--- src/rtl/i2c_start_pkg.sv ---
package i2c_start_pkg;
  typedef enum logic [1:0] {
    ST_IDLE  = 2'd0,
    ST_WAIT1 = 2'd1,
    ST_HOLD2 = 2'd2,
    ST_DONE  = 2'd3
  } start_state_t;

  localparam int FLAG_SEEN = 0;
  localparam int FLAG_DONE = 1;
  localparam int FLAG_COLL = 2;
  localparam int NUM_FLAGS = 3;
endpackage

--- src/rtl/i2c_start_brg.sv ---
module i2c_start_brg #(
  parameter int BRG_W = 8
) (
  input  logic             clk,
  input  logic             rst,
  input  logic             load,
  input  logic             run,
  input  logic [BRG_W-1:0] reload,
  output logic             at_zero
);
  logic [BRG_W-1:0] cnt;

  always_ff @(posedge clk) begin
    if (rst)
      cnt <= '0;
    else if (load)
      cnt <= reload;
    else if (run && (cnt != '0))
      cnt <= cnt - 1'b1;
  end

  assign at_zero = (cnt == '0);
endmodule

--- src/rtl/i2c_start_flags.sv ---
module i2c_start_flags #(
  parameter int N = 3
) (
  input  logic         clk,
  input  logic         rst,
  input  logic [N-1:0] set_ev,
  input  logic [N-1:0] clr,
  output logic [N-1:0] q
);
  for (genvar i = 0; i < N; i++) begin : g_flag
    always_ff @(posedge clk) begin
      if (rst)
        q[i] <= 1'b0;
      else if (set_ev[i])
        q[i] <= 1'b1;
      else if (clr[i])
        q[i] <= 1'b0;
    end
  end
endmodule

--- src/rtl/i2c_start_ctrl.sv ---
module i2c_start_ctrl
  import i2c_start_pkg::*;
(
  input  logic clk,
  input  logic rst,
  input  logic start_req,
  input  logic release_bus,
  input  logic sda_in,
  input  logic scl_in,
  input  logic at_zero,
  output logic brg_load,
  output logic brg_run,
  output logic ev_start,
  output logic ev_done,
  output logic ev_coll,
  output logic start_en,
  output logic sda_pull_low,
  output logic ready,
  output logic idle
);
  start_state_t state, nxt;

  always_comb begin
    nxt      = state;
    brg_load = 1'b0;
    ev_start = 1'b0;
    ev_done  = 1'b0;
    ev_coll  = 1'b0;
    unique case (state)
      ST_IDLE: begin
        if (start_req) begin
          if (sda_in && scl_in) begin
            brg_load = 1'b1;
            nxt      = ST_WAIT1;
          end else begin
            ev_coll = 1'b1;
          end
        end
      end
      ST_WAIT1: begin
        if (!scl_in || (at_zero && !sda_in)) begin
          ev_coll = 1'b1;
          nxt     = ST_IDLE;
        end else if (at_zero) begin
          ev_start = 1'b1;
          brg_load = 1'b1;
          nxt      = ST_HOLD2;
        end
      end
      ST_HOLD2: begin
        if (at_zero) begin
          ev_done = 1'b1;
          nxt     = ST_DONE;
        end
      end
      ST_DONE: begin
        if (release_bus) nxt = ST_IDLE;
      end
      default: nxt = ST_IDLE;
    endcase
  end

  assign brg_run = ((state == ST_WAIT1) || (state == ST_HOLD2)) && !brg_load;

  always_ff @(posedge clk) begin
    if (rst) begin
      state        <= ST_IDLE;
      start_en     <= 1'b0;
      sda_pull_low <= 1'b0;
      ready        <= 1'b0;
      idle         <= 1'b1;
    end else begin
      state        <= nxt;
      start_en     <= (nxt == ST_WAIT1) || (nxt == ST_HOLD2);
      sda_pull_low <= (nxt == ST_HOLD2) || (nxt == ST_DONE);
      ready        <= (nxt == ST_DONE);
      idle         <= (nxt == ST_IDLE);
    end
  end
endmodule

--- src/rtl/i2c_start_gen.sv ---
module i2c_start_gen
  import i2c_start_pkg::*;
#(
  parameter int BRG_W = 8
) (
  input  logic                 clk,
  input  logic                 rst,
  input  logic                 start_req,
  input  logic                 release_bus,
  input  logic [BRG_W-1:0]     reload,
  input  logic                 sda_in,
  input  logic                 scl_in,
  input  logic [NUM_FLAGS-1:0] clr_flags,
  output logic                 sda_pull_low,
  output logic                 start_en,
  output logic                 start_seen,
  output logic                 done_irq,
  output logic                 coll_irq,
  output logic                 idle,
  output logic                 ready
);
  logic at_zero, brg_load, brg_run;
  logic ev_start, ev_done, ev_coll;
  logic [NUM_FLAGS-1:0] set_ev, flag_q;

  i2c_start_brg #(.BRG_W(BRG_W)) u_brg (
    .clk     (clk),
    .rst     (rst),
    .load    (brg_load),
    .run     (brg_run),
    .reload  (reload),
    .at_zero (at_zero)
  );

  i2c_start_ctrl u_ctrl (
    .clk          (clk),
    .rst          (rst),
    .start_req    (start_req),
    .release_bus  (release_bus),
    .sda_in       (sda_in),
    .scl_in       (scl_in),
    .at_zero      (at_zero),
    .brg_load     (brg_load),
    .brg_run      (brg_run),
    .ev_start     (ev_start),
    .ev_done      (ev_done),
    .ev_coll      (ev_coll),
    .start_en     (start_en),
    .sda_pull_low (sda_pull_low),
    .ready        (ready),
    .idle         (idle)
  );

  always_comb begin
    set_ev            = '0;
    set_ev[FLAG_SEEN] = ev_start;
    set_ev[FLAG_DONE] = ev_done;
    set_ev[FLAG_COLL] = ev_coll;
  end

  i2c_start_flags #(.N(NUM_FLAGS)) u_flags (
    .clk    (clk),
    .rst    (rst),
    .set_ev (set_ev),
    .clr    (clr_flags),
    .q      (flag_q)
  );

  assign start_seen = flag_q[FLAG_SEEN];
  assign done_irq   = flag_q[FLAG_DONE];
  assign coll_irq   = flag_q[FLAG_COLL];
endmodule

--- config.mk ---
export PLATFORM = sky130hd
export DESIGN_NAME = i2c_start_gen
export DESIGN_NICKNAME = d
export VERILOG_FILES = /design/src/rtl/i2c_start_pkg.sv /design/src/rtl/i2c_start_brg.sv /design/src/rtl/i2c_start_flags.sv /design/src/rtl/i2c_start_ctrl.sv /design/src/rtl/i2c_start_gen.sv
export SDC_FILE = /design/constraint.sdc
export NUM_CORES = 1
export LEC_CHECK = 0
export BUFFER_PORTS_ARGS = -buffer_cell sky130_fd_sc_hd__buf_2
export CAP_MARGIN = 5
export CORE_MARGIN = 2
export CORE_UTILIZATION = 51
export DETAILED_ROUTE_END_ITERATION = 8
export GPL_ROUTABILITY_DRIVEN = 0
export HOLD_SLACK_MARGIN = 0.05
export PLACE_DENSITY_LB_ADDON = 0.25
export SLEW_MARGIN = 20
export SYNTH_ARGS = -nofsm -noshare
export SYNTH_HDL_FRONTEND = slang
export SYNTH_SLANG_ARGS = --single-unit
--- constraint.sdc ---
create_clock -name clk -period 2.8 [get_ports clk]
set_input_delay 0.14 -clock clk [delete_from_list [all_inputs] [get_ports clk]]
set_output_delay 0.14 -clock clk [all_outputs]
set_load 0.02 [all_outputs]
==> summary.txt <==
Yosys
  – Synthesized-area fraction occupied by adder cells: 10.4%
  – Sequential element share of the synthesized area: 35.3%
  – EDFF count, synth: 0
  – Synth Flop Type: dfxtp_1
  – Syn nets: 139
  – Library cells used by synthesis: 34
  – Seq cells post-synth: 17
  – Post-synthesis mux area share: 1.04%
  – Asr flop ratio synth: 0%
  – Simple-Gate Fraction of Synth Area: 24.2%
  – Complex-gate fraction of the synthesized area: 21.3%
  – Synth Warn #: 0
  – Avg Synthesized Cell Area: 8.45 µm²
  – Cell count after synthesis: 114
  – Largest family of logic cells by synthesized area: simple AND/OR/NAND/NOR gates
  – Xor and xnor area share after synthesis: 1.82%
  – Post-synthesis cell area: 963 µm²

Status
  – Status: finished clean

Clock network
  – Post-CTS Hold Fix Bufs: 0
  – Clk_lat worst skew: 0.28 ns
  – H-tree depth: 1
  – Num Clock Sinks: 17
  – Post-CTS resize count: 0
  – CTS buffer count: 3
  – Maximum clock path buffer count: 2
  – Post-CTS Setup Repair Bufs: 0
  – Clk pin slew, worst setup/hold paths: 0.10 ns
  – Clock Tree Root: clkbuf_4
  – TritonCTS clock tree: built

Detailed routing
  – Final wirelength: 1.79 mm
  – Vias: 833
  – Iteration-0 DRC count of the detailed router: 16
  – Initial DRT Pass Iterations: 4
  – DRC: 0
  – Final ANT Viol Nets: 0
  – Per-cell routed wire length: 11.1 µm
  – Vias per cell: 5.14

Floorplan
  – Initial core utilization: 55.2%
  – Io pins: 24
  – Rows: 15
  – Die footprint: 2250 µm²
  – Die height: 47.5 µm
  – Core ar.: 1750 µm²
  – Chip width: 47.5 µm

Pwr
  – Int Pwr: 0.355 mW
  – Sw frac: 30.7%
  – IR drop worst, VDD: 0.000228 V
  – Pwr dens: 458 nW/µm²
  – Power share of the sequential group: 52.7%
  – Clock power frac: 25.5%
  – Net switching power: 0.157 mW
  – Combinational share of power: 21.8%
  – Leak: 0.488 nW

Timing
  – Maximum clock rate: 0.429 GHz
  – Minimum clock period: 2.33 ns
  – RSZ-0062 raised after global routing: no
  – Final Hold Fails: 0
  – Final period util: 83.3%
  – Setup_tns: 0 ns
  – Count of final setup violators: 0
  – Clk_skew: 0.00254 ns
  – Slew margin rel.: 67.8%
  – Fin. max-slew vios: 0
  – Hold WS: 0.111 ns
  – Worst slew pin tran: 0.481 ns

Critical path
  – R2R Path End: u_ctrl.start_en$_SDFF_PP0_
  – R2R depth: 9
  – Crit Path Category: flip-flop to flip-flop
  – Critical Path Start: u_brg.cnt[0]$_SDFFE_PP0P_
  – Worst reg2reg startpoint: u_brg.cnt[0]$_SDFFE_PP0P_
  – CP max FO: 8
  – Startpoint Class: flip-flop
  – Worst EP arrival: 2.50 ns
  – R2R Setup Slk: 0.47 ns
  – Crit path required time: 2.97 ns
  – Setup crit end kind: flip-flop
  – Critical path endpoint: u_ctrl.start_en$_SDFF_PP0_

Cells and area
  – Final instance area: 1120 µm²
  – P&R area growth vs syn: 16.0%
  – # fillers: 169
  – Final nets: 163
  – Post-layout instance count excluding filler cells: 162
  – Layout cells sized above 1: 24.8%
  – Ant diodes: 0

Placement
  – Area after DPL: 1090 µm²
  – Placed insts: 158
  – IO Port Bufs: 23
  – DPL Wire Length: 1.36 mm

Global routing
  – Largest net degree at the start of global routing: 18
  – Initial antenna violation count: 0
  – Gr usage total: 18.8%
  – Gr ovfl total: 0
  – Vias in the first global route: 722
  – First-pass GRT wire length: 2.98 mm

Min path
  – Hold Path Class: primary input to flip-flop

Flow run
  – Max cap viols: 0
[cells by family after synthesis]
kind of cell    count (synthesis)
compound gates                 27
xor+xnor                        2
fa+ha+maj                       8
buf+inv                        14
flops                          17
mux                             1
simple gates                   45
[layout by cell type (no fill, tap or decap), drive strengths merged, types with 2 or more instances in the layout]
cell,count
ha,8
nor3,3
xnor2,2
a211oi,7
nand2,7
clkbuf,3
inv,10
dfxtp,17
buf,23
o21ai,4
a21oi,8
or2,2
nand3,3
nor2b,4
nor2,18
[synth_stat cells, types with 2 or more instances]
cell type | count | share of area (%)
nor2_1 | 18 | 7.0
dfxtp_1 | 17 | 35
inv_1 | 10 | 3.9
a21oi_1 | 8 | 4.2
ha_1 | 8 | 10
a211oi_1 | 7 | 5.5
nand2_1 | 7 | 2.7
nor2b_1 | 4 | 2.6
o21ai_0 | 4 | 2.1
nand3_1 | 3 | 1.6
clkbuf_1 | 2 | 0.78
nor3_1 | 2 | 1.0
or2_2 | 2 | 1.3
xnor2_1 | 2 | 1.8
[worst min path at each step]
stage                            start                        end  cells after the start
final                     clr_flags[0]  u_flags.q[0]$_SDFFE_PP0P_                      3
after global routing      clr_flags[0]  u_flags.q[0]$_SDFFE_PP0P_                      3
after CTS                 clr_flags[0]  u_flags.q[0]$_SDFFE_PP0P_                      3
after detailed placement  clr_flags[0]  u_flags.q[0]$_SDFFE_PP0P_                      3
after global placement    clr_flags[0]  u_flags.q[0]$_SDFFE_PP0P_                      3
after floorplan                 sda_in  u_flags.q[0]$_SDFFE_PP0P_                      2
[flip-flops by register name, indices dropped and copies added, names as in the netlist]
signal / cells
u_ctrl.start_en: 1
u_brg.cnt: 8
u_ctrl.idle: 1
u_ctrl.ready: 1
u_ctrl.sda_pull_low: 1
u_ctrl.state: 2
u_flags.q: 3
[power by group through the flow]
stage	clock (mW)	combinational, mW	sequential, mW
after global placement	0	0.109	0.274
after CTS	0.136	0.112	0.270
after detailed placement	0	0.112	0.275
after global routing	0.148	0.128	0.272
final	0.130	0.112	0.270
after floorplan	0	0.0831	0.276
[metal layers]
layer	track usage (%)	up-vias	wire length (µm)
li1	-	445	-
met1	24.1	369	880
met2	30.8	17	803
met3	3.40	2	95
met5	0	-	0
met4	8.33	0	13
[worst max-delay path, stage by stage, from the launching register on]
cell and delay, ns:
dfxtp_1 0.35, inv_1 0.06, ha_1 0.15, nor2b_1 0.21, and3_1 0.37, nor2_1 0.09, o31ai_1 0.45, inv_1 0.10
ha_1 0.31, nor2b_1 0.13
[per-stage QoR]
step                      power, mW  worst slack [ns]  utilization (%)
final                         0.512             0.468             64.0
after global routing          0.548             0.267             64.0
after CTS                     0.518             0.460             64.0
after detailed placement      0.387             0.474             62.4
after global placement        0.384             0.606             62.4
after floorplan               0.359             0.697                -
[area by class of cell]
class | count | area (µm²) | share of cell area (%)
clock buffers | 3 | 22.5 | 2.02
clock inverters | 1 | 5.00 | 0.448
inverters | 10 | 37.5 | 3.36
multi-input cells | 83 | 566 | 50.6
flip-flops and latches | 17 | 340 | 30.5
well taps | 25 | 31.3 | 2.80
repair buffers | 23 | 115 | 10.3
No activity file was read; power rests on OpenSTA's default activity.
